### config.mk
export PLATFORM = sky130hd
export DESIGN_NAME = flash_status_gen
export DESIGN_NICKNAME = d
export VERILOG_FILES = /design/src/rtl/fsts_pkg.sv /design/src/rtl/fsts_mode_decode.sv /design/src/rtl/fsts_toggle_bank.sv /design/src/rtl/fsts_word_mux.sv /design/src/rtl/flash_status_gen.sv
export SDC_FILE = /design/constraint.sdc
export NUM_CORES = 1
export LEC_CHECK = 0
export BUFFER_PORTS_ARGS = -buffer_cell sky130_fd_sc_hd__buf_2
export CAP_MARGIN = 10
export CORE_AREA = 2 2 39 41
export DETAILED_ROUTE_END_ITERATION = 7
export DIE_AREA = 0 0 41 43
export PLACE_DENSITY = 0.71
export RECOVER_POWER = 25
export SYNTH_ARGS = -nofsm -noshare
export SYNTH_HDL_FRONTEND = slang
export SYNTH_SLANG_ARGS = --single-unit
### constraint.sdc
create_clock -name clk -period 1.3 [get_ports clk]
set_clock_uncertainty 0.1 [all_clocks]
set_input_delay 0.13 -clock clk [delete_from_list [all_inputs] [get_ports clk]]
set_output_delay 0.13 -clock clk [all_outputs]
set_load 0.005 [all_outputs]
### src/rtl/fsts_pkg.sv
// Shared types for the flash write-status generator.
// Assumes: at most one mode is active; the decoder resolves overlaps.
package fsts_pkg;
    typedef enum logic [2:0] {
        MD_IDLE     = 3'd0,
        MD_PROG     = 3'd1,
        MD_ERASE    = 3'd2,
        MD_SUSP_IN  = 3'd3,
        MD_SUSP_OUT = 3'd4
    } stat_mode_t;

    localparam int TG_OP     = 0;   // operation toggle index
    localparam int TG_REGION = 1;   // region toggle index
    localparam int TG_COUNT  = 2;
endpackage

### src/rtl/fsts_mode_decode.sv
// Classifies the controller flags into one status mode and flags the
// cycle in which a new operation starts (busy rising).
// Assumes: busy has priority over suspend; flags are synchronous.
module fsts_mode_decode
    import fsts_pkg::*;
(
    input  logic       clk,
    input  logic       rst_n,
    input  logic       busy,
    input  logic       op_erase,
    input  logic       susp,
    input  logic       addr_in_susp,
    output stat_mode_t mode,
    output logic       op_start
);
    logic busy_q;

    // Remembers last cycle's busy to find the start of an operation.
    always_ff @(posedge clk) begin
        if (!rst_n) busy_q <= 1'b0;
        else        busy_q <= busy;
    end

    assign op_start = busy & ~busy_q;

    // Picks the mode; a running operation outranks a suspension.
    always_comb begin
        if (busy)
            mode = op_erase ? MD_ERASE : MD_PROG;
        else if (susp)
            mode = addr_in_susp ? MD_SUSP_IN : MD_SUSP_OUT;
        else
            mode = MD_IDLE;
    end
endmodule

### src/rtl/fsts_toggle_bank.sv
// A bank of read-driven toggle flip-flops. Each bit shows its current
// value (forced to 0 in a clear cycle) and inverts after an advance.
// Assumes: clear and advance may coincide; clear is applied first.
module fsts_toggle_bank #(
    parameter int NUM = 2
) (
    input  logic           clk,
    input  logic           rst_n,
    input  logic           clear,
    input  logic [NUM-1:0] adv,
    output logic [NUM-1:0] value
);
    for (genvar g = 0; g < NUM; g++) begin : g_tgl
        logic q;

        // Effective value seen by the current read.
        assign value[g] = clear ? 1'b0 : q;

        // Stores the next toggle state after this cycle's read.
        always_ff @(posedge clk) begin
            if (!rst_n) q <= 1'b0;
            else        q <= adv[g] ? ~value[g] : value[g];
        end
    end
endmodule

### src/rtl/fsts_word_mux.sv
// Builds the returned word: array data with the polling, operation
// toggle and region toggle positions replaced according to the mode.
// Assumes: bit positions are distinct and inside the data width.
module fsts_word_mux
    import fsts_pkg::*;
#(
    parameter int DATA_W     = 16,
    parameter int POLL_POS   = 7,
    parameter int OPTGL_POS  = 6,
    parameter int REGTGL_POS = 2
) (
    input  stat_mode_t          mode,
    input  logic [DATA_W-1:0]   array_word,
    input  logic                prog_bit,
    input  logic [TG_COUNT-1:0] tgl,
    output logic [DATA_W-1:0]   rd_data
);
    // Applies the per-mode overrides on top of the array word.
    always_comb begin
        rd_data = array_word;
        unique case (mode)
            MD_PROG: begin
                rd_data[POLL_POS]  = ~prog_bit;
                rd_data[OPTGL_POS] = tgl[TG_OP];
            end
            MD_ERASE: begin
                rd_data[POLL_POS]   = 1'b0;
                rd_data[OPTGL_POS]  = tgl[TG_OP];
                rd_data[REGTGL_POS] = tgl[TG_REGION];
            end
            MD_SUSP_IN: begin
                rd_data[POLL_POS]   = 1'b1;
                rd_data[OPTGL_POS]  = 1'b1;
                rd_data[REGTGL_POS] = tgl[TG_REGION];
            end
            default: ;
        endcase
    end
endmodule

### src/rtl/flash_status_gen.sv
// Top of the write-status generator: mode decode, two read-driven
// toggles and the output word mux.
// Assumes: rd_stb is a one-cycle pulse; output is combinational.
module flash_status_gen
    import fsts_pkg::*;
#(
    parameter int DATA_W     = 16,
    parameter int POLL_POS   = 7,
    parameter int OPTGL_POS  = 6,
    parameter int REGTGL_POS = 2
) (
    input  logic              clk,
    input  logic              rst_n,
    input  logic              busy,
    input  logic              op_erase,
    input  logic              susp,
    input  logic              addr_in_susp,
    input  logic              prog_bit7,
    input  logic [DATA_W-1:0] array_word,
    input  logic              rd_stb,
    output logic [DATA_W-1:0] rd_data
);
    stat_mode_t          mode;
    logic                op_start;
    logic [TG_COUNT-1:0] adv;
    logic [TG_COUNT-1:0] tgl;

    fsts_mode_decode i_decode (
        .clk          (clk),
        .rst_n        (rst_n),
        .busy         (busy),
        .op_erase     (op_erase),
        .susp         (susp),
        .addr_in_susp (addr_in_susp),
        .mode         (mode),
        .op_start     (op_start)
    );

    // Decides which toggles this read advances.
    always_comb begin
        adv            = '0;
        adv[TG_OP]     = rd_stb & (mode == MD_PROG || mode == MD_ERASE);
        adv[TG_REGION] = rd_stb & (mode == MD_ERASE || mode == MD_SUSP_IN);
    end

    fsts_toggle_bank #(.NUM(TG_COUNT)) i_toggles (
        .clk   (clk),
        .rst_n (rst_n),
        .clear (op_start),
        .adv   (adv),
        .value (tgl)
    );

    fsts_word_mux #(
        .DATA_W     (DATA_W),
        .POLL_POS   (POLL_POS),
        .OPTGL_POS  (OPTGL_POS),
        .REGTGL_POS (REGTGL_POS)
    ) i_mux (
        .mode       (mode),
        .array_word (array_word),
        .prog_bit   (prog_bit7),
        .tgl        (tgl),
        .rd_data    (rd_data)
    );
endmodule

### After elaboration in Yosys (flattened, before gate mapping)

Index checks and enable logic that the tools add are counted.

* bitwise operators: 7
* multiplexer cells: 10
* reduce and logical (&&, ||, !) cells: 3
* equality and inequality tests: 3

Operators with widths (number)
* 2-to-1 mux 3 bit: 3
* == test 3 x 2 -> 1 bit, second input constant: 2
* case mux 2 bit (3 select lines): 1
* 2-to-1 mux 1 bit: 5
* inverter 1 bit: 4
* AND 1 bit: 3
* == test 3 x 1 -> 1 bit, second input constant: 1
* logical OR 1 bit: 2
* 2-to-1 mux 2 bit: 1
* OR reduction 2 bit: 1

* bits in registers: 3
* output and inout bits: 16
* input port bits: 24
* logic and storage cells: 26

### Depth between registers and ports, before layout

* word-level depth: 7
* depth in mapped cells: 4
* mapped depth without buffers: 3

### Hierarchy

From an unflattened synthesis, not the netlist that was laid out.

* cell total of the unflattened synthesis: 46
* area, all modules: 370.4 µm²

By module, submodules not included
* fsts_word_mux: times used 1, area each 180.2 µm², cells an instance 24, seq. area each 0.0 µm²
* fsts_toggle_bank: times used 1, area each 92.6 µm², cells an instance 10, seq. area each 40.0 µm²
* fsts_mode_decode: times used 1, area each 66.3 µm², cells an instance 9, seq. area each 20.0 µm²
* flash_status_gen: times used 1, area each 31.3 µm², cells an instance 3, seq. area each 0.0 µm²

### Worst setup path after synthesis

OpenSTA, ideal clock, no wires.

* kind: register -> register
* start point: reg i_decode.busy_q
* end point: reg i_toggles.g_tgl[1].q
* setup slack: 0.246 ns
* setup time: 0.116 ns
* data arrival time: 0.838 ns
* required time: 1.084 ns
* cell stages (with the launch flop): 4
* period minus slack after synthesis: 1.054 ns
* path through: dfxtp_1 nand2b_1 and3_1 a31o_1

* cells in the longest elaborated chain, start to end: 5

Ends and longest elaborated chain
* start: declaration: RTL line fsts_mode_decode.sv:16 `logic busy_q;`
* start signal: assignment: RTL line fsts_mode_decode.sv:21 `else busy_q <= busy;`
* inverter 1 bit (*): RTL line fsts_mode_decode.sv:24 `assign op_start = busy & ~busy_q;`
* AND 1 bit (*): RTL line fsts_mode_decode.sv:24
* 2-to-1 mux 1 bit (*): RTL line fsts_toggle_bank.sv:17 `assign value[g] = clear ? 1'b0 : q;`
* inverter 1 bit: RTL line fsts_toggle_bank.sv:22 `else q <= adv[g] ? ~value[g] : value[g];`
* 2-to-1 mux 1 bit (*): RTL line fsts_toggle_bank.sv:22
* end signal: assignment: RTL line fsts_toggle_bank.sv:22
* end: declaration: RTL line fsts_toggle_bank.sv:14 `logic q;`

Mark *: on every way between the ends. The rest lies on a longest branch, timed or not.
A chain may end at the register's enable or synchronous reset.

### Worst setup path in the final report

* start point: reg i_toggles.g_tgl[1].q
* end point: out rd_data[2]

* cells in the longest elaborated chain, start to end: 2

Ends and longest elaborated chain
* 2-to-1 mux 1 bit: RTL line fsts_toggle_bank.sv:17
* 2-to-1 mux 1 bit: RTL line fsts_word_mux.sv:21 `unique case (mode)`
* end: declaration: RTL line flash_status_gen.sv:21 `output logic [DATA_W-1:0] rd_data`

Every way passes these cells.

==> summary.txt <==
Floorplanning
  – Die boundary width: about 41 um
  – Core Footprint: around 1400 um^2
  – Initial core utilization: 0.245
  – Vert. Die Dim: between 40 and 50 um
  – Die Area: around 1800 um^2
  – Number of top-level pins: 40
  – Number of rows in the core area: 14

GRT
  – Pin count of the biggest net entering global routing: 13
  – Antenna violations before repair: 0
  – Remaining Overflow, GRT: 0
  – Overall Global Routing Usage: 0.0852
  – Wire length of the first global-routing pass: 966 um
  – Vias in the first global route: approximately 250

Setup path
  – Arrival time at the worst endpoint: approximately 0.95 ns
  – Kind of critical path: reg -> out
  – WP data required: roughly 1.1 ns
  – Crit path capture type: output pin
  – Delay contributed by the slowest stage of the critical path: ~0.32 ns
  – Buffers and inverters on the worst path: 1
  – Cells along the critical path: a311oi_1 > a21oi_1 > buf_2
  – Worst path top cell family by delay: flip-flops
  – Sort of element at the start of the critical path: flop
  – Maximum fanout encountered on the critical timing path: 4
  – Slowest-stage cell, CP: sky130_fd_sc_hd__dfxtp_2

Timing
  – Achievable frequency: between 800 and 900 MHz
  – Tightest slew margin relative to the limit: 0.862
  – Setup repair after global routing missed its margin: false
  – Final Hold Viols: 0
  – Clock period minus final worst setup slack: between 1 and 1.5 ns
  – Hold Slack: ~0.042 ns
  – Fin crit share: 0.908
  – Total of endpoints with negative setup slack in the final report: 0
  – Max-slew violations: 0
  – Sum Neg Setup Slack: 0 ns
  – Slack of the critical path: 0.119 ns
  – Actual transition at the worst max-transition pin: 0.205 ns

Final layout
  – Design area: around 340 um^2
  – Post-layout utilization of the core: 0.249
  – Final Instance Count excl. Fillers: 60
  – Net count reported at finish: slightly below 70
  – Number of inserted diodes: 0
  – Share of cells above drive strength 1: 0.477
  – Layout area overhead: 1.48%

Logic synthesis
  – Proportion of netlist area held by the largest area contributor: 0.288
  – Biggest area consumer among synthesized cells: sky130_fd_sc_hd__buf_4
  – Net count after synthesis: 65
  – Ranking of synthesized cells by area: sky130_fd_sc_hd__buf_4, sky130_fd_sc_hd__dfxtp_1, sky130_fd_sc_hd__a21oi_1
  – Post-synthesis async set-or-reset flop share: 0
  – Most common flop cell mapped by yosys: sky130_fd_sc_hd__dfxtp_1
  – Gate Count Post-Synth: between 40 and 50
  – Count of synthesis-stage warnings from yosys: 0
  – Post-synthesis cell type count: 21
  – Combined area of all synthesized cells: about 340 um^2
  – Seq/Total Area, Yosys: 0.177
  – EDFF count, synth: 0
  – Most frequent cells after synthesis: sky130_fd_sc_hd__buf_4, sky130_fd_sc_hd__a21oi_1, sky130_fd_sc_hd__dfxtp_1, sky130_fd_sc_hd__nand2b_1, sky130_fd_sc_hd__a21boi_0
  – Flop and latch count out of synthesis: 3
  – Most frequent cell after synthesis: sky130_fd_sc_hd__buf_4
  – Synthesized area divided by synthesized cell count: between 8 and 9 um^2

Clock tree
  – Number of H-tree levels: 1
  – Root buffer selected by CTS: sky130_fd_sc_hd__clkbuf_4
  – Buffers inserted during post-CTS setup optimization: 0
  – Number of buffers between clock root and the deepest sink: 2
  – Post-cts sizing count: 0
  – CTS buffer count: 3
  – Clock transition at the registers of the reported paths: around 0.040 ns
  – CTS sink cnt: 3
  – Clock tree from TritonCTS: done
  – Hold-fix buffer count after cts: 0
  – Clock latency reported for the late side of the worst-skew pair: 0.23 ns

Place
  – Placed inst area: between 300 and 400 um^2
  – RD Place Congestion: around 0.57
  – Number of port buffers: 13
  – Number of placed cells counting well taps: 56
  – Post-Place Worst Slack: a little under 0.2 ns
  – Final HPWL DP: approximately 510 um

Routing
  – Detailed-route vias per instance: around 4.7
  – Residual DRC: 0
  – Total wire length: between 600 and 700 um
  – ANT nets after route: 0
  – DR iter-0 viols: 0
  – Total number of vias: between 200 and 300
  – Detailed Routing Iterations Pass 1: 1
  – WL/cell: 10.9 um

Power
  – Power density over the cells: 971 nW/um^2
  – Total power: around 0.33 mW
  – Highest ir drop seen on vdd: roughly 0.00041 V
  – Static leakage: 0.146 nW

Worst hold path
  – Worst min path class: in -> reg

Run status
  – Status: completed

Run
  – Count of max-cap constraint violations: 0
layer usage:
metal	routed length [um]	up-vias	GRT usage
met5	0	-	0
met4	5	0	0.0267
met3	78	2	0.0785
met2	291	11	0.122
met1	276	129	0.0863
li1	-	140	-
final timing paths:
kind,start,end,slack [ns],depth (start not counted)
worst max-delay path,i_toggles.g_tgl[1].q,rd_data[2],0.12,3
worst min-delay path,rst_n,i_toggles.g_tgl[0].q,0.04,2
worst max register to register,i_decode.busy_q,i_toggles.g_tgl[1].q,0.21,3
worst min register to register,i_toggles.g_tgl[0].q,i_toggles.g_tgl[0].q,0.49,2
where the power goes:
part	total (mW)	internal (mW)	switching, mW
Clock	0.164	0.115	0.0492
Combinational	0.0659	0.0338	0.0321
Sequential	0.104	0.0989	0.00489
flip-flops by register name (all words and copies together) (netlist names):
signal and cells:
i_toggles.g_tgl.q 2, i_decode.busy_q 1
cell type report:
type	count	area (um^2)
fillers	163	1040
inverters	1	3.75
clock buffers	4	26.3
repair buffers	13	65.1
multi-input cells	23	166
flip-flops and latches	3	62.6
well taps	16	20.0
logic make-up after synthesis:
logic type / synth area share
flops: 0.177
compound gates: 0.273
buf+inv: 0.332
simple gates: 0.218
cell usage in the layout, fill, tap and decap left out, drive strengths merged:
cell and instances:
a31o 1, o21ai 1, nand4b 1, a311oi 1
o21a 1, a21boi 2, clkbuf 4, a221oi 1
and2 1, dfxtp 3, nor2b 1, a21oi 4
nand2 1, buf 13, a31oi 1, nand2b 3
nand3 2, inv 1, o22ai 1, and3 1
Note: power is estimated with default switching activity, not from simulation.
